`config.mk`:
```
export PLATFORM = sky130hd
export DESIGN_NAME = spi_master_regs
export DESIGN_NICKNAME = d
export VERILOG_FILES = /design/src/rtl/spi_regs_pkg.sv /design/src/rtl/spi_prescaler.sv /design/src/rtl/spi_shift_engine.sv /design/src/rtl/spi_master_regs.sv
export SDC_FILE = /design/constraint.sdc
export NUM_CORES = 1
export LEC_CHECK = 0
export BUFFER_PORTS_ARGS = -buffer_cell sky130_fd_sc_hd__buf_2
export CAP_MARGIN = 20
export CORE_ASPECT_RATIO = 0.9
export CORE_MARGIN = 10
export CORE_UTILIZATION = 45
export DETAILED_ROUTE_END_ITERATION = 12
export PLACE_DENSITY = 0.69
export SYNTH_ARGS = -nofsm -noshare
export SYNTH_HDL_FRONTEND = slang
export SYNTH_SLANG_ARGS = --single-unit
```
`constraint.sdc`:
```
create_clock -name clk -period 8.2 [get_ports clk]
set_clock_uncertainty 0.15 [all_clocks]
set_input_delay 2.05 -clock clk [delete_from_list [all_inputs] [get_ports clk]]
set_output_delay 2.05 -clock clk [all_outputs]
set_load 0.01 [all_outputs]
```
`src/rtl/spi_regs_pkg.sv`:
```
package spi_regs_pkg;
  localparam int WORD_W = 16;
  localparam int ADDR_W = 2;

  localparam logic [ADDR_W-1:0] ADDR_CTRL = 2'd0;
  localparam logic [ADDR_W-1:0] ADDR_STAT = 2'd1;
  localparam logic [ADDR_W-1:0] ADDR_DATA = 2'd2;

  localparam int STAT_RBNE  = 0;
  localparam int STAT_TBE   = 1;
  localparam int STAT_TRANS = 7;

  // field positions are decoded by software, so they are fixed
  typedef struct packed {
    logic [3:0] rsvd;
    logic       wide;
    logic       rx_only;
    logic       cs_sw_en;
    logic       cs_sw_lvl;
    logic       lsb_first;
    logic       enable;
    logic [2:0] div_code;
    logic       master;
    logic       cpol;
    logic       cpha;
  } ctrl_t;
endpackage

```
`src/rtl/spi_prescaler.sv`:
```
module spi_prescaler #(
  parameter  int CODE_W = 3,
  localparam int CNT_W  = (1 << CODE_W) - 1
) (
  input  logic              clk,
  input  logic              rst,
  input  logic              run,
  input  logic [CODE_W-1:0] code,
  output logic              tick
);
  logic [CNT_W-1:0] cnt;
  logic [CNT_W-1:0] limit;

  // half period of 2^code cycles: count 0 .. 2^code-1
  assign limit = CNT_W'((32'd1 << code) - 32'd1);
  assign tick  = run && (cnt == limit);

  always_ff @(posedge clk) begin
    if (rst || !run) cnt <= '0;
    else if (tick)   cnt <= '0;
    else             cnt <= cnt + 1'b1;
  end
endmodule

```
`src/rtl/spi_shift_engine.sv`:
```
module spi_shift_engine #(
  parameter  int DATA_W = 16,
  localparam int HALF_W = DATA_W / 2,
  localparam int EDGE_W = $clog2(2 * DATA_W)
) (
  input  logic              clk,
  input  logic              rst,
  input  logic              en,
  input  logic              cpol,
  input  logic              cpha,
  input  logic              lsb_first,
  input  logic              wide,
  input  logic              rx_only,
  input  logic              tick,
  input  logic              tx_pend,
  input  logic              rx_full,
  input  logic [DATA_W-1:0] tx_word,
  input  logic              miso,
  output logic              busy,
  output logic              load,
  output logic              first_edge,
  output logic              done,
  output logic              sck,
  output logic              mosi,
  output logic [DATA_W-1:0] rx_word
);
  logic [EDGE_W-1:0] edge_idx;
  logic [EDGE_W-1:0] last_edge;
  logic [DATA_W-1:0] tx_sh, rx_sh, rx_next, rx_fin, fresh, ld_sh;
  logic              start_ok, at_last, sample_now, present_now, ld_mosi;

  function automatic logic out_bit(input logic [DATA_W-1:0] v, input logic lsb, input logic w);
    if (lsb) return v[0];
    return w ? v[DATA_W-1] : v[HALF_W-1];
  endfunction

  function automatic logic [DATA_W-1:0] advance(input logic [DATA_W-1:0] v, input logic lsb);
    return lsb ? (v >> 1) : (v << 1);
  endfunction

  assign last_edge   = wide ? EDGE_W'(2 * DATA_W - 1) : EDGE_W'(2 * HALF_W - 1);
  assign start_ok    = en && (rx_only ? !rx_full : tx_pend);
  assign at_last     = busy && tick && (edge_idx == last_edge);
  assign first_edge  = busy && tick && (edge_idx == '0);
  assign done        = at_last;
  assign load        = start_ok && (!busy || at_last);
  // phase 0: sample even edges, present on odd; phase 1: present even, sample odd
  assign sample_now  = cpha ? edge_idx[0] : !edge_idx[0];
  assign present_now = cpha ? !edge_idx[0] : edge_idx[0];
  assign fresh       = rx_only ? '0 : tx_word;
  // phase 0 puts the first bit out at load time, phase 1 waits for edge 0
  assign ld_sh       = cpha ? fresh : advance(fresh, lsb_first);
  assign ld_mosi     = cpha ? mosi  : out_bit(fresh, lsb_first, wide);

  always_comb begin
    rx_next = lsb_first ? (rx_sh >> 1) : (rx_sh << 1);
    if (lsb_first) begin
      if (wide) rx_next[DATA_W-1] = miso;
      else      rx_next[HALF_W-1] = miso;
    end else begin
      rx_next[0] = miso;
    end
    rx_fin  = sample_now ? rx_next : rx_sh;
    rx_word = wide ? rx_fin : {{(DATA_W-HALF_W){1'b0}}, rx_fin[HALF_W-1:0]};
  end

  always_ff @(posedge clk) begin
    if (rst) begin
      busy     <= 1'b0;
      edge_idx <= '0;
      sck      <= 1'b0;
      mosi     <= 1'b0;
      tx_sh    <= '0;
      rx_sh    <= '0;
    end else if (!en) begin
      busy     <= 1'b0;
      edge_idx <= '0;
      sck      <= cpol;
    end else if (!busy) begin
      sck <= cpol;
      if (load) begin
        busy     <= 1'b1;
        edge_idx <= '0;
        tx_sh    <= ld_sh;
        mosi     <= ld_mosi;
      end
    end else if (tick) begin
      sck <= ~sck;
      if (sample_now) rx_sh <= rx_next;
      if (at_last) begin
        edge_idx <= '0;
        if (load) begin
          tx_sh <= ld_sh;
          mosi  <= ld_mosi;
        end else begin
          busy <= 1'b0;
        end
      end else begin
        edge_idx <= edge_idx + 1'b1;
        if (present_now) begin
          mosi  <= out_bit(tx_sh, lsb_first, wide);
          tx_sh <= advance(tx_sh, lsb_first);
        end
      end
    end
  end
endmodule

```
`src/rtl/spi_master_regs.sv`:
```
module spi_master_regs
  import spi_regs_pkg::*;
#(
  parameter  int DATA_W = WORD_W,
  parameter  int CODE_W = 3,
  localparam int AW     = ADDR_W
) (
  input  logic              clk,
  input  logic              rst,
  input  logic              bus_sel,
  input  logic              bus_wr,
  input  logic [AW-1:0]     bus_addr,
  input  logic [DATA_W-1:0] bus_wdata,
  output logic [DATA_W-1:0] bus_rdata,
  output logic              spi_sck,
  output logic              spi_mosi,
  input  logic              spi_miso,
  output logic              spi_cs_n
);
  ctrl_t             ctrl_q;
  logic [DATA_W-1:0] tx_buf, rx_buf, stat_w, rx_word;
  logic              tx_pend, tbe_q, rbne_q;
  logic              busy, load, first_edge, done, tick, eng_en;
  logic              wr_ctrl, wr_data, rd_data;

  assign eng_en  = ctrl_q.enable && ctrl_q.master;
  assign wr_ctrl = bus_sel && bus_wr && (bus_addr == ADDR_CTRL);
  assign wr_data = bus_sel && bus_wr && (bus_addr == ADDR_DATA) && eng_en;
  assign rd_data = bus_sel && !bus_wr && (bus_addr == ADDR_DATA);

  spi_prescaler #(.CODE_W(CODE_W)) u_div (
    .clk  (clk),
    .rst  (rst),
    .run  (busy),
    .code (ctrl_q.div_code),
    .tick (tick)
  );

  spi_shift_engine #(.DATA_W(DATA_W)) u_eng (
    .clk        (clk),
    .rst        (rst),
    .en         (eng_en),
    .cpol       (ctrl_q.cpol),
    .cpha       (ctrl_q.cpha),
    .lsb_first  (ctrl_q.lsb_first),
    .wide       (ctrl_q.wide),
    .rx_only    (ctrl_q.rx_only),
    .tick       (tick),
    .tx_pend    (tx_pend),
    .rx_full    (rbne_q),
    .tx_word    (tx_buf),
    .miso       (spi_miso),
    .busy       (busy),
    .load       (load),
    .first_edge (first_edge),
    .done       (done),
    .sck        (spi_sck),
    .mosi       (spi_mosi),
    .rx_word    (rx_word)
  );

  always_ff @(posedge clk) begin
    if (rst) begin
      ctrl_q <= '0;
    end else if (wr_ctrl) begin
      ctrl_q      <= ctrl_t'(bus_wdata);
      ctrl_q.rsvd <= '0;
    end
  end

  always_ff @(posedge clk) begin
    if (rst) begin
      tx_buf  <= '0;
      tx_pend <= 1'b0;
      tbe_q   <= 1'b1;
    end else if (wr_data) begin
      tx_buf  <= bus_wdata;
      tx_pend <= 1'b1;
      tbe_q   <= 1'b0;
    end else begin
      if (load && !ctrl_q.rx_only) tx_pend <= 1'b0;
      if (first_edge)              tbe_q   <= 1'b1;
    end
  end

  always_ff @(posedge clk) begin
    if (rst) begin
      rx_buf <= '0;
      rbne_q <= 1'b0;
    end else if (done) begin
      rx_buf <= rx_word;
      rbne_q <= 1'b1;
    end else if (rd_data) begin
      rbne_q <= 1'b0;
    end
  end

  always_comb begin
    stat_w             = '0;
    stat_w[STAT_RBNE]  = rbne_q;
    stat_w[STAT_TBE]   = tbe_q;
    stat_w[STAT_TRANS] = busy;
  end

  always_ff @(posedge clk) begin
    if (rst) begin
      bus_rdata <= '0;
    end else if (bus_sel && !bus_wr) begin
      case (bus_addr)
        ADDR_CTRL: bus_rdata <= DATA_W'(ctrl_q);
        ADDR_STAT: bus_rdata <= stat_w;
        ADDR_DATA: bus_rdata <= rx_buf;
        default:   bus_rdata <= '0;
      endcase
    end
  end

  assign spi_cs_n = ctrl_q.cs_sw_en ? ctrl_q.cs_sw_lvl : !busy;
endmodule

```
Word-level counts from Yosys, hierarchy flattened
Index checks and enable logic that the tools add are counted.
{"block": "classes", "add_sub_neg": 3, "eq_ne": 7, "n_shift": 1, "mux": 59, "bitwise": 2, "reduce_logical": 32}
{"op": "2-to-1 mux 16 bit", "n": 12}
{"op": "case mux 16 bit (3 select lines)", "n": 1}
{"op": "2-to-1 mux 1 bit", "n": 41}
{"op": "2-to-1 mux 5 bit", "n": 5}
{"op": "logical AND 1 bit", "n": 14}
{"op": "nonzero test 2 bit", "n": 4}
{"op": "adder 7 x 1 -> 7 bit (second input constant)", "n": 1}
{"op": "equality test 7 bit", "n": 1}
{"op": "left shift 1 x 3 -> 7 bit (first input constant)", "n": 1}
{"op": "subtractor 7 x 1 -> 7 bit (second input constant)", "n": 1}
{"op": "AND reduction 3 bit", "n": 2}
{"op": "adder 5 x 1 -> 5 bit (second input constant)", "n": 1}
{"op": "equality test 5 bit", "n": 1}
{"op": "zero test 1 bit", "n": 5}
{"op": "zero test 5 bit", "n": 1}
{"op": "OR reduction 2 bit", "n": 2}
{"op": "inequality test 3 x 2 -> 1 bit (second input constant)", "n": 1}
{"op": "inequality test 3 bit (second input constant)", "n": 1}
{"op": "equality test 2 x 1 -> 1 bit (second input constant)", "n": 1}
{"op": "equality test 2 bit (second input constant)", "n": 1}
{"op": "zero test 2 bit", "n": 1}
{"op": "logical OR 1 bit", "n": 2}
{"op": "inequality test 2 x 1 -> 1 bit (second input constant)", "n": 1}
{"op": "inverter 1 bit", "n": 2}
{"op": "AND reduction 2 bit", "n": 1}
{"block": "word_totals", "reg_bits": 110, "elab_cells": 127}

Depth between registers and ports, before layout
Gate-level depths: netlist of run 1.
{"block": "logic_depth", "word_depth": 16, "ltp_mapped": 15, "mapped_depth_nobuf": 10}

Cells and area by module
A second synthesis of run 1 with hierarchy kept.
{"block": "unflattened", "hier_cells": 673, "hier_area_um2": 5871.9}
{"mod": "spi_shift_engine", "n_inst": 1, "cells_per_inst": 363, "area_each_um2": 2806.4, "seq_area_each_um2": 800.8}
{"mod": "spi_master_regs", "n_inst": 1, "cells_per_inst": 258, "area_each_um2": 2576.2, "seq_area_each_um2": 1261.2}
{"mod": "spi_prescaler", "n_inst": 1, "cells_per_inst": 52, "area_each_um2": 489.2, "seq_area_each_um2": 140.1}

Worst setup path after synthesis of run 1
Ideal clock, no wire load.
{"block": "synth_timing", "path_kind": "input-to-reg", "startpoint": "in bus_addr[0]", "endpoint": "reg tx_buf[15]", "setup_time_ns": 0.070, "arrival_ns": 3.456, "setup_slack_ns": 4.524, "stages": 6, "cell_sequence": "clkbuf_1 > nand2b_1 > nor3_1 > clkbuf_1 > nand2_1 > a21oi_1"}
{"block": "synth_between", "elab_chain_cells": 3}
{"element": "start, declared", "line": "spi_master_regs.sv:12", "text": "input logic [AW-1:0] bus_addr,"}
{"element": "equality test 2 bit", "line": "spi_master_regs.sv:28", "text": "assign wr_data = bus_sel && bus_wr && (bus_addr == ADDR_DATA) && eng_en;"}
{"element": "logical AND 1 bit (2 in a row)", "line": "spi_master_regs.sv:28"}
{"element": "end signal, assigned", "line": "spi_master_regs.sv:77", "text": "tx_buf <= bus_wdata;"}
{"element": "end, declared", "line": "spi_master_regs.sv:21", "text": "logic [DATA_W-1:0] tx_buf, rx_buf, stat_w, rx_word;"}
No other way between the ends.
A chain may end at the register's enable or synchronous reset.

Worst setup path in the final report of run 1
{"block": "layout_timing", "startpoint": "reg ctrl_q[4] in the netlist's numbering", "endpoint": "reg rx_buf[8]"}
{"block": "layout_between", "elab_chain_cells": 6}
{"element": "start, declared", "line": "spi_master_regs.sv:20", "text": "ctrl_t ctrl_q;"}
{"element": "start signal, assigned", "line": "spi_master_regs.sv:66", "text": "ctrl_q <= ctrl_t'(bus_wdata);"}
{"element": "left shift 1 x 3 -> 7 bit", "line": "spi_prescaler.sv:15", "text": "assign limit = CNT_W'((32'd1 << code) - 32'd1);"}
{"element": "subtractor 7 x 1 -> 7 bit", "line": "spi_prescaler.sv:15"}
{"element": "equality test 7 bit", "line": "spi_prescaler.sv:16", "text": "assign tick = run && (cnt == limit);"}
{"element": "logical AND 1 bit", "line": "spi_prescaler.sv:16"}
{"element": "logical AND 1 bit (2 in a row)", "line": "spi_shift_engine.sv:43", "text": "assign at_last = busy && tick && (edge_idx == last_edge);"}
{"element": "end signal, assigned", "line": "spi_master_regs.sv:91", "text": "rx_buf <= rx_word;"}
{"element": "end, declared", "line": "spi_master_regs.sv:21"}
No other way between the ends.

==> tab_implementation.tex, run 1 <==
\begin{tabular}{lr}
\hline
Metric & Value \\
\hline
\multicolumn{2}{l}{\textbf{Status}} \\
\quad Outcome & finished clean \\
\multicolumn{2}{l}{\textbf{Place}} \\
\quad Number of I/O port buffers & about 40 \\
\quad Instance area at placement & approximately 5900 um2 \\
\quad Pre-CTS WS & 4320 ps \\
\quad Dpl hpwl & 9720 um \\
\quad GPL Wtd Cong & roughly 0.84 \\
\multicolumn{2}{l}{\textbf{Layout}} \\
\quad Syn-to-layout area delta & 10.1\% \\
\quad Number of nets in the finished design & 740 \\
\quad Finished layout cell area & $\sim$6200 um2 \\
\quad Share of post-route cells with drive strength above 1 & 0.139 \\
\quad Antenna diode count & 0 \\
\multicolumn{2}{l}{\textbf{Synthesis}} \\
\quad Synth Register Bits & 110 \\
\quad Synthesized-area fraction occupied by ao, oa, aoi and oai cells & 0.195 \\
\quad Part of the Yosys area used for sequential elements & 0.389 \\
\quad Count of different cell masters after synthesis & slightly above 50 \\
\quad Cell area after synthesis & $\sim$5700 um2 \\
\quad Main area contributors after synthesis & sky130\_fd\_sc\_hd\_\_dfxtp\_1 (39\%), sky130\_fd\_sc\_hd\_\_mux2i\_1 (9.4\%), sky130\_fd\_sc\_hd\_\_nand2\_1 (8.4\%), sky130\_fd\_sc\_hd\_\_a21oi\_1 (6.8\%), sky130\_fd\_sc\_hd\_\_nor2\_1 (5.7\%) \\
\quad Area share of the largest cell type after synthesis & 0.389 \\
\quad Commonest cells in the netlist & sky130\_fd\_sc\_hd\_\_nand2\_1 (127), sky130\_fd\_sc\_hd\_\_dfxtp\_1 (110), sky130\_fd\_sc\_hd\_\_nor2\_1 (86) \\
\quad Simple-gate area share of the yosys netlist & 0.203 \\
\quad Adder-cell share of the synthesized area & 0.00884 \\
\quad Number of warnings issued by yosys & 0 \\
\quad Xor/xnor share of the synthesized area & 0.0186 \\
\quad Per-instance average area after synthesis & 7.96 um2 \\
\quad Combinational family with the most area after synthesis & simple AND/OR/NAND/NOR gates \\
\quad Most used standard cell by instance count after synthesis & sky130\_fd\_sc\_hd\_\_nand2\_1 \\
\quad Async set-or-reset flop fraction in the synthesized netlist & 0 \\
\quad Fraction of synthesized area in multiplexers & 0.137 \\
\quad Dominant register cell in the synthesized netlist & sky130\_fd\_sc\_hd\_\_dfxtp\_1 \\
\quad EDFF count, synth & 0 \\
\quad Most area-hungry cell type in the Yosys netlist & sky130\_fd\_sc\_hd\_\_dfxtp\_1 \\
\quad Syn Nets & between 700 and 800 \\
\quad Post-synthesis instance total & between 700 and 800 \\
\multicolumn{2}{l}{\textbf{STA}} \\
\quad Headroom to the max-slew limit & 0.311 \\
\quad Fin crit period & roughly 4000 ps \\
\quad Highest clock frequency the design can meet & 256 MHz \\
\quad Slew of the pin with the lowest slew margin & a little over 1000 ps \\
\quad Unrepaired setup endpoints after global routing & no \\
\quad Final number of hold-violating endpoints & 0 \\
\quad Final count of negative-setup-slack endpoints & 0 \\
\quad Sum of negative setup slack & 0 ps \\
\quad Minimum setup slack in the final design & between 4000 and 5000 ps \\
\quad Slew Viols, Final & 0 \\
\quad Share of the cycle needed by the critical path after routing & 0.475 \\
\quad Worst Hold Slack & a little over 300 ps \\
\multicolumn{2}{l}{\textbf{Clocking}} \\
\quad Clock slew at reported path FFs & about 80 ps \\
\quad Number of clock sinks & 110 \\
\quad CTS Hold Buffers Added & 0 \\
\quad Clock tree from TritonCTS & yes \\
\quad Clock buffers created by TritonCTS & 9 \\
\quad Count of cells resized by post-cts repair & 0 \\
\quad Later-pin clock latency in the skew report & approximately 360 ps \\
\quad Post-CTS setup buffer count & 0 \\
\quad Max Root-Sink Buffers & 2 \\
\quad Max H-tree Level & 3 \\
\quad CTS Root Buffer Type & sky130\_fd\_sc\_hd\_\_clkbuf\_16 \\
\multicolumn{2}{l}{\textbf{Detailed routing}} \\
\quad Count of unresolved DRC violations after routing & 0 \\
\quad Routed WL per cell & between 15 and 20 um \\
\quad Number of vias in the routed layout & roughly 4,900 \\
\quad Drt total wl & 14,000 um \\
\quad Number of design-rule violations left by the first detailed-router iteration & 390 \\
\quad Vias per cell & 5.52 \\
\quad TritonRoute pass-1 iters & 5 \\
\quad Antenna viol nets, final & 0 \\
\multicolumn{2}{l}{\textbf{Worst setup path}} \\
\quad Start of the worst register-to-register path & ctrl\_q[4] \\
\quad Arrival time of the worst setup path & 3960 ps \\
\quad CP max-delay cell & sky130\_fd\_sc\_hd\_\_or2\_1 \\
\quad Bufs and invs on worst path & 0 \\
\quad Critical Path End Type & flop \\
\quad Slowest stage delay, CP & between 600 and 700 ps \\
\quad Critical Path Start Type & flop \\
\quad Crit path kind & reg -> reg \\
\quad Worst path required time & about 8300 ps \\
\quad Register-to-register path setup slack & roughly 4300 ps \\
\quad Category of cells accounting for the largest share of critical-path delay & simple AND/OR/NAND/NOR gates \\
\quad Cell breakdown of the critical path & or3\_1, ha\_1, xnor2\_1, a311o\_1, a32oi\_2, nand4\_1, or2\_1, a22oi\_1, nor2\_1 \\
\quad Peak fanout along the critical path & 17 \\
\quad Critical path launch point & ctrl\_q[4] \\
\multicolumn{2}{l}{\textbf{Power}} \\
\quad Maximum resistive drop on vdd & 0.124 mV \\
\quad Leakage power of the design & 2.09 nW \\
\quad Power density of the placed cells & 174 nW/um2 \\
\multicolumn{2}{l}{\textbf{Floorplan}} \\
\quad Number of cell rows & 38 \\
\quad Initial standard-cell utilization of the core & 0.465 \\
\quad Die width & between 100 and 150 um \\
\quad Height of the die & between 100 and 150 um \\
\quad Ports placed on the boundary & 42 \\
\quad Area of the die & 17,500 um2 \\
\quad Core Box Area & approximately 12,000 um2 \\
\multicolumn{2}{l}{\textbf{Global route}} \\
\quad Largest net degree at the start of global routing & 100 \\
\quad Overall fraction of global-route tracks in use & 0.155 \\
\quad Number of global-route vias before repair & $\sim$4,500 \\
\quad Antenna violations before repair & 0 \\
\quad Wire length of the first global-routing pass & 22,900 um \\
\quad GR Overflow Total & 0 \\
\multicolumn{2}{l}{\textbf{Min path}} \\
\quad HP Start & rx\_buf[6] \\
\quad Class of the most critical hold timing path & reg -> reg \\
\multicolumn{2}{l}{\textbf{Flow run}} \\
\quad Maxcap violations & 0 \\
\hline
\end{tabular}
-- area by class of cell --
| type | count | area (um2) |
|---|---|---|
| sequential | 110 | 2200 |
| inverter | 6 | 22.5 |
| fill | 1217 | 5940 |
| clock inverter | 7 | 114 |
| timing repair buffer | 48 | 270 |
| multi-input combinational | 538 | 3200 |
| tap | 160 | 200 |
| clock buffer | 9 | 225 |
-- power breakdown --
group	internal (mW)	leakage, nW	total (mW)	switching [mW]
Sequential	0.536	0.887	0.540	0.00376
Clock	0.275	0.165	0.493	0.217
Combinational	0.0171	1.04	0.0519	0.0348
-- through the flow --
stage	cells	total power [mW]	util
6_report	878	1.08	0.512
5_1_grt	878	1.12	0.512
4_1_cts	876	1.09	0.510
3_5_place_dp	860	0.603	0.482
3_3_place_gp	859	0.602	0.481
2_1_floorplan	711	0.586	-
-- path summary, 6_finish.rpt --
kind,endpoint,depth (start not counted)
worst max-delay path,rx_buf[8],9
worst min-delay path,rx_buf[6],2
worst max register to register,rx_buf[8],9
worst min register to register,rx_buf[6],2
-- per-layer routing --
metal,part of all wire,track usage,vias to the layer above,routed length (um)
met5,0,0,-,0
met3,0.047,0.0448,7,661
met4,0.0080,0.0335,0,112
met1,0.48,0.206,2287,6730
met2,0.47,0.246,94,6540
li1,-,-,2462,-
-- layout by cell type, fill, tap and decap left out, types with 6 or more instances in the layout --
master,instances
sky130_fd_sc_hd__nor3_1,11
sky130_fd_sc_hd__a21oi_1,77
sky130_fd_sc_hd__a211oi_1,20
sky130_fd_sc_hd__dfxtp_1,109
sky130_fd_sc_hd__nor2_1,86
sky130_fd_sc_hd__o21ai_0,40
sky130_fd_sc_hd__a22oi_1,22
sky130_fd_sc_hd__clkbuf_16,9
sky130_fd_sc_hd__mux2i_1,53
sky130_fd_sc_hd__xnor2_1,7
sky130_fd_sc_hd__inv_1,6
sky130_fd_sc_hd__nor2b_1,6
sky130_fd_sc_hd__mux2_2,22
sky130_fd_sc_hd__nand2_1,127
sky130_fd_sc_hd__buf_2,42
-- state kept, by name, summed over array words and instances, names as in the netlist --
| name | cells |
|---|---|
| tbe_q | 1 |
| u_eng.busy | 1 |
| rbne_q | 1 |
| u_eng.tx_sh | 16 |
| u_div.cnt | 7 |
| tx_pend | 1 |
| u_eng.rx_sh | 16 |
| tx_buf | 16 |
| bus_rdata | 16 |
| u_eng.edge_idx | 5 |
| rx_buf | 16 |
| u_eng.sck | 1 |
| u_eng.mosi | 1 |
| ctrl_q | 12 |
-- logic make-up (layout without fill, tap and decap cells) --
group | Yosys count | after routing
compound gates | 179 | 179
xor+xnor | 12 | 12
fa+ha+maj | 4 | 4
buf+inv | 63 | 70
flops | 110 | 110
mux | 75 | 75
simple gates | 268 | 268
-- tightest hold or removal path, delay by kind of cell (launching register included) --
| family | cells | cell delay (ps) |
|---|---|---|
| AOI/OAI and AO/OA | 1 | 50 |
| DFF | 1 | 310 |
| and+or+nand+nor | 1 | 50 |
Note: power is estimated with default switching activity, not from simulation.
==> inputs of run 2 (changes only) <==
ABC_AREA = 1   (was default)
PLACE_DENSITY = 0.71   (was 0.69)
clock period = 3.36 ns   (was 8.2 ns; I/O delays follow)
==> run 2 against run 1 <==
Cell count rose by 21%. Core utilization is 0.72 points lower. Synthesized cell count is 23% higher.
==> tab_implementation.tex, run 2 <==
\begin{tabular}{lr}
\hline
Metric & Value \\
\hline
\multicolumn{2}{l}{\textbf{Clocking}} \\
\quad Clock buffers created by TritonCTS & 9 (unchanged) \\
\quad Count of cells resized by post-cts repair & 0 (unchanged) \\
\quad Max Root-Sink Buffers & 2 (unchanged) \\
\quad Clock slew at reported path FFs & 80 ps (about the same) \\
\quad Later-pin clock latency in the skew report & 360 ps (about the same) \\
\quad Post-CTS setup buffer count & 0 (unchanged) \\
\quad CTS Hold Buffers Added & 0 (unchanged) \\
\quad Number of clock sinks & 110 (unchanged) \\
\quad CTS Root Buffer Type & sky130\_fd\_sc\_hd\_\_clkbuf\_16 (unchanged) \\
\quad Max H-tree Level & 3 (unchanged) \\
\quad Clock tree from TritonCTS & yes (unchanged) \\
\multicolumn{2}{l}{\textbf{Flow run}} \\
\quad Maxcap violations & 0 (unchanged) \\
\multicolumn{2}{l}{\textbf{Power}} \\
\quad Maximum resistive drop on vdd & 0.247 mV (was 0.124 mV) \\
\quad Switching power share of the total & 0.254 (was 0.236) \\
\quad Internal power & 1.96 mW (was 0.828 mW) \\
\quad Power density of the placed cells & 413 nW/um2 (was 174 nW/um2) \\
\quad Post-layout total power & 2.62 mW (was 1.08 mW) \\
\quad Clock power share & 0.433 (was 0.455) \\
\quad Combinational share of power & 0.064 (was 0.048) \\
\quad Leakage power of the design & 2.60 nW (was 2.09 nW) \\
\quad Sequential power share & 0.503 (was 0.498) \\
\quad Psw & 0.666 mW (was 0.256 mW) \\
\multicolumn{2}{l}{\textbf{Synthesis}} \\
\quad Dominant register cell in the synthesized netlist & sky130\_fd\_sc\_hd\_\_dfxtp\_1 (unchanged) \\
\quad Cell area after synthesis & 5760 um2 (was 5660 um2) \\
\quad Main area contributors after synthesis & sky130\_fd\_sc\_hd\_\_dfxtp\_1 (38\%), sky130\_fd\_sc\_hd\_\_nand2\_1 (14\%), sky130\_fd\_sc\_hd\_\_nor2\_1 (7.6\%), sky130\_fd\_sc\_hd\_\_o21ai\_0 (6.5\%), sky130\_fd\_sc\_hd\_\_inv\_1 (6.3\%) (was sky130\_fd\_sc\_hd\_\_dfxtp\_1 (39\%), sky130\_fd\_sc\_hd\_\_mux2i\_1 (9.4\%), sky130\_fd\_sc\_hd\_\_nand2\_1 (8.4\%), sky130\_fd\_sc\_hd\_\_a21oi\_1 (6.8\%), sky130\_fd\_sc\_hd\_\_nor2\_1 (5.7\%)) \\
\quad Part of the Yosys area used for sequential elements & 0.383 (was 0.389) \\
\quad Post-synthesis instance total & 874 (was 711) \\
\quad Per-instance average area after synthesis & 6.59 um2 (was 7.96 um2) \\
\quad Number of warnings issued by yosys & 0 (unchanged) \\
\quad Most used standard cell by instance count after synthesis & sky130\_fd\_sc\_hd\_\_nand2\_1 (unchanged) \\
\quad Syn Nets & 901 (was 738) \\
\quad Async set-or-reset flop fraction in the synthesized netlist & 0 (unchanged) \\
\quad Area share of the largest cell type after synthesis & 0.383 (was 0.389) \\
\quad Count of different cell masters after synthesis & 41 (was 51) \\
\quad Synth Register Bits & 110 (unchanged) \\
\quad EDFF count, synth & 0 (unchanged) \\
\quad Commonest cells in the netlist & sky130\_fd\_sc\_hd\_\_nand2\_1 (214), sky130\_fd\_sc\_hd\_\_nor2\_1 (117), sky130\_fd\_sc\_hd\_\_dfxtp\_1 (110) (was sky130\_fd\_sc\_hd\_\_nand2\_1 (127), sky130\_fd\_sc\_hd\_\_dfxtp\_1 (110), sky130\_fd\_sc\_hd\_\_nor2\_1 (86)) \\
\quad Most area-hungry cell type in the Yosys netlist & sky130\_fd\_sc\_hd\_\_dfxtp\_1 (unchanged) \\
\multicolumn{2}{l}{\textbf{STA}} \\
\quad Sum of negative setup slack & 0 ps (unchanged) \\
\quad Final count of negative-setup-slack endpoints & 0 (unchanged) \\
\quad Headroom to the max-slew limit & 0.415 (was 0.311) \\
\quad Final number of hold-violating endpoints & 0 (unchanged) \\
\quad Unrepaired setup endpoints after global routing & no (unchanged) \\
\quad Highest clock frequency the design can meet & 355 MHz (was 256 MHz) \\
\quad Fin crit period & 2820 ps (was 3900 ps) \\
\quad Slew Viols, Final & 0 (unchanged) \\
\quad Slew of the pin with the lowest slew margin & 874 ps (was 1030 ps) \\
\quad Share of the cycle needed by the critical path after routing & 0.839 (was 0.475) \\
\multicolumn{2}{l}{\textbf{Layout}} \\
\quad Antenna diode count & 0 (unchanged) \\
\quad Core Util, Final & 0.505 (was 0.512) \\
\quad Syn-to-layout area delta & 10.4\% (was 10.1\%) \\
\quad Number of nets in the finished design & 919 (was 740) \\
\quad Non-filler cells in the finished layout & 1,061 (was 878) \\
\quad Finished layout cell area & 6360 um2 (was 6230 um2) \\
\quad Most common cell after layout, fill and taps aside & sky130\_fd\_sc\_hd\_\_nand2\_1 (unchanged) \\
\quad Most frequent cells in the layout & sky130\_fd\_sc\_hd\_\_nand2\_1 (214), sky130\_fd\_sc\_hd\_\_nor2\_1 (117), sky130\_fd\_sc\_hd\_\_dfxtp\_1 (109), sky130\_fd\_sc\_hd\_\_inv\_1 (96), sky130\_fd\_sc\_hd\_\_o21ai\_0 (75) (was sky130\_fd\_sc\_hd\_\_nand2\_1 (127), sky130\_fd\_sc\_hd\_\_dfxtp\_1 (109), sky130\_fd\_sc\_hd\_\_nor2\_1 (86), sky130\_fd\_sc\_hd\_\_a21oi\_1 (77), sky130\_fd\_sc\_hd\_\_mux2i\_1 (53)) \\
\quad Share of post-route cells with drive strength above 1 & 0.118 (was 0.139) \\
\multicolumn{2}{l}{\textbf{Worst setup path}} \\
\quad Critical Path Start Type & flop (unchanged) \\
\quad Slowest stage delay, CP & 560 ps (was 660 ps) \\
\quad Cell breakdown of the critical path & inv\_1, nand3\_1, ha\_1, inv\_1, nand2\_1, nand3\_1, nand2\_1, nand3\_2, nor2\_4, nand4\_2, buf\_4, inv\_2, nand3\_1, a21oi\_1 (was or3\_1, ha\_1, xnor2\_1, a311o\_1, a32oi\_2, nand4\_1, or2\_1, a22oi\_1, nor2\_1) \\
\quad Crit path kind & reg -> reg (unchanged) \\
\quad Category of cells accounting for the largest share of critical-path delay & simple AND/OR/NAND/NOR gates (unchanged) \\
\quad Worst path required time & 3500 ps (was 8260 ps) \\
\quad Critical Path End Type & flop (unchanged) \\
\quad Bufs and invs on worst path & 4 (was 0) \\
\quad Peak fanout along the critical path & 18 (was 17) \\
\quad Arrival time of the worst setup path & 2960 ps (was 3960 ps) \\
\quad Cell type with the highest occurrence count on the critical path & sky130\_fd\_sc\_hd\_\_nand3\_1 \\
\quad CP max-delay cell & sky130\_fd\_sc\_hd\_\_dfxtp\_1 (was sky130\_fd\_sc\_hd\_\_or2\_1) \\
\multicolumn{2}{l}{\textbf{Min path}} \\
\quad Class of the most critical hold timing path & reg -> reg (unchanged) \\
\multicolumn{2}{l}{\textbf{Detailed routing}} \\
\quad Number of design-rule violations left by the first detailed-router iteration & 477 (was 390) \\
\quad Drt total wl & 14,000 um (about the same) \\
\quad Routed WL per cell & 13.2 um (was 16.0 um) \\
\quad TritonRoute pass-1 iters & 5 (unchanged) \\
\quad Vias per cell & 5.07 (was 5.52) \\
\quad Antenna viol nets, final & 0 (unchanged) \\
\quad Number of vias in the routed layout & 5,384 (was 4,850) \\
\quad Count of unresolved DRC violations after routing & 0 (unchanged) \\
\multicolumn{2}{l}{\textbf{Floorplan}} \\
\quad Height of the die & 127 um (was 126 um) \\
\quad Ports placed on the boundary & 42 (unchanged) \\
\quad Core Box Area & 12,600 um2 (was 12,200 um2) \\
\quad Initial standard-cell utilization of the core & 0.457 (was 0.465) \\
\quad Number of cell rows & 39 (was 38) \\
\quad Die width & 139 um (was 138 um) \\
\quad Area of the die & 17,700 um2 (was 17,500 um2) \\
\multicolumn{2}{l}{\textbf{Global route}} \\
\quad Wire length of the first global-routing pass & 23,900 um (was 22,900 um) \\
\quad GR Overflow Total & 0 (unchanged) \\
\quad Largest net degree at the start of global routing & 54 (was 100) \\
\quad Overall fraction of global-route tracks in use & 0.159 (was 0.155) \\
\quad Number of global-route vias before repair & 4,974 (was 4,461) \\
\quad Antenna violations before repair & 0 (unchanged) \\
\multicolumn{2}{l}{\textbf{Place}} \\
\quad GPL Wtd Cong & 0.883 (was 0.844) \\
\quad Number of I/O port buffers & 41 (unchanged) \\
\quad Placed insts & 1,045 (was 860) \\
\quad Dpl hpwl & 9990 um (was 9720 um) \\
\quad Instance area at placement & 6040 um2 (was 5860 um2) \\
\multicolumn{2}{l}{\textbf{Status}} \\
\quad Outcome & finished clean (unchanged) \\
\hline
\end{tabular}
## run 2: cell count changes in the layout (fill, tap and decap cells not counted), moves of 22 or more
cell,delta
sky130_fd_sc_hd__nand2_1,+87
sky130_fd_sc_hd__nand3_1,+45
sky130_fd_sc_hd__nor2_1,+31
sky130_fd_sc_hd__mux2_2,-22
sky130_fd_sc_hd__o21ai_0,+35
sky130_fd_sc_hd__mux2i_1,-53
sky130_fd_sc_hd__inv_1,+90
sky130_fd_sc_hd__a21oi_1,-29
## run 2: worst register-to-register path, cell delays in order, from the launching register on
cell	delay (ps)
sky130_fd_sc_hd__dfxtp_1	560
sky130_fd_sc_hd__inv_1	130
sky130_fd_sc_hd__nand3_1	100
sky130_fd_sc_hd__ha_1	260
sky130_fd_sc_hd__inv_1	100
sky130_fd_sc_hd__nand2_1	90
sky130_fd_sc_hd__nand3_1	80
sky130_fd_sc_hd__nand2_1	80
sky130_fd_sc_hd__nand3_2	90
sky130_fd_sc_hd__nor2_4	120
sky130_fd_sc_hd__nand4_2	190
sky130_fd_sc_hd__buf_4	280
sky130_fd_sc_hd__inv_2	250
sky130_fd_sc_hd__nand3_1	120
sky130_fd_sc_hd__a21oi_1	150
## run 2: area by class of cell
class	instances	area, um2
clock inverter	7	91.3
fill	1283	6230
timing repair buffer	55	323
tap	164	205
sequential	110	2200
inverter	105	404
clock buffer	9	225
multi-input combinational	611	2900
## run 2: kinds of logic after synthesis
group | Yosys count | share of synthesized area
and+or+nand+nor | 414 | 0.304
AOI/OAI and AO/OA | 186 | 0.181
buffers and inverters | 153 | 0.113
DFF | 110 | 0.383
xor gates and xnor gates | 7 | 0.0107
adders and majority gates | 4 | 0.00869
## run 2: per-layer routing
| layer | vias to the layer above | part of all wire | global-route usage |
|---|---|---|---|
| met5 | - | 0 | 0 |
| met4 | 0 | 0.016 | 0.0435 |
| met3 | 18 | 0.046 | 0.0474 |
| met2 | 105 | 0.45 | 0.250 |
| met1 | 2431 | 0.49 | 0.207 |
| li1 | 2830 | - | - |
## run 2: path summary, 6_finish.rpt
| check | cells after the start | start | to | slack, ps |
|---|---|---|---|---|
| hold / removal | 2 | tx_buf[12] | tx_buf[12] | 320 |
| setup / recovery | 14 | ctrl_q[4] | rx_buf[12] | 540 |
| hold reg to reg | 2 | tx_buf[12] | tx_buf[12] | 320 |
| setup reg to reg | 14 | ctrl_q[4] | rx_buf[12] | 540 |
## run 2: power groups by stage
stage	clock, mW	sequential [mW]	combinational, mW
2_1_floorplan	0	1.34	0.119
3_3_place_gp	0	1.35	0.167
3_5_place_dp	0	1.35	0.166
4_1_cts	1.16	1.32	0.167
5_1_grt	1.21	1.32	0.187
6_report	1.14	1.32	0.167
## run 2: metrics by stage
| step | setup WS [ps] | hold slack (ps) |
|---|---|---|
| 6_report | 541 | 316 |
| 5_1_grt | 212 | 341 |
| 4_1_cts | 560 | 319 |
| 3_5_place_dp | 586 | 303 |
| 3_3_place_gp | 628 | 302 |
| 2_1_floorplan | 958 | 289 |
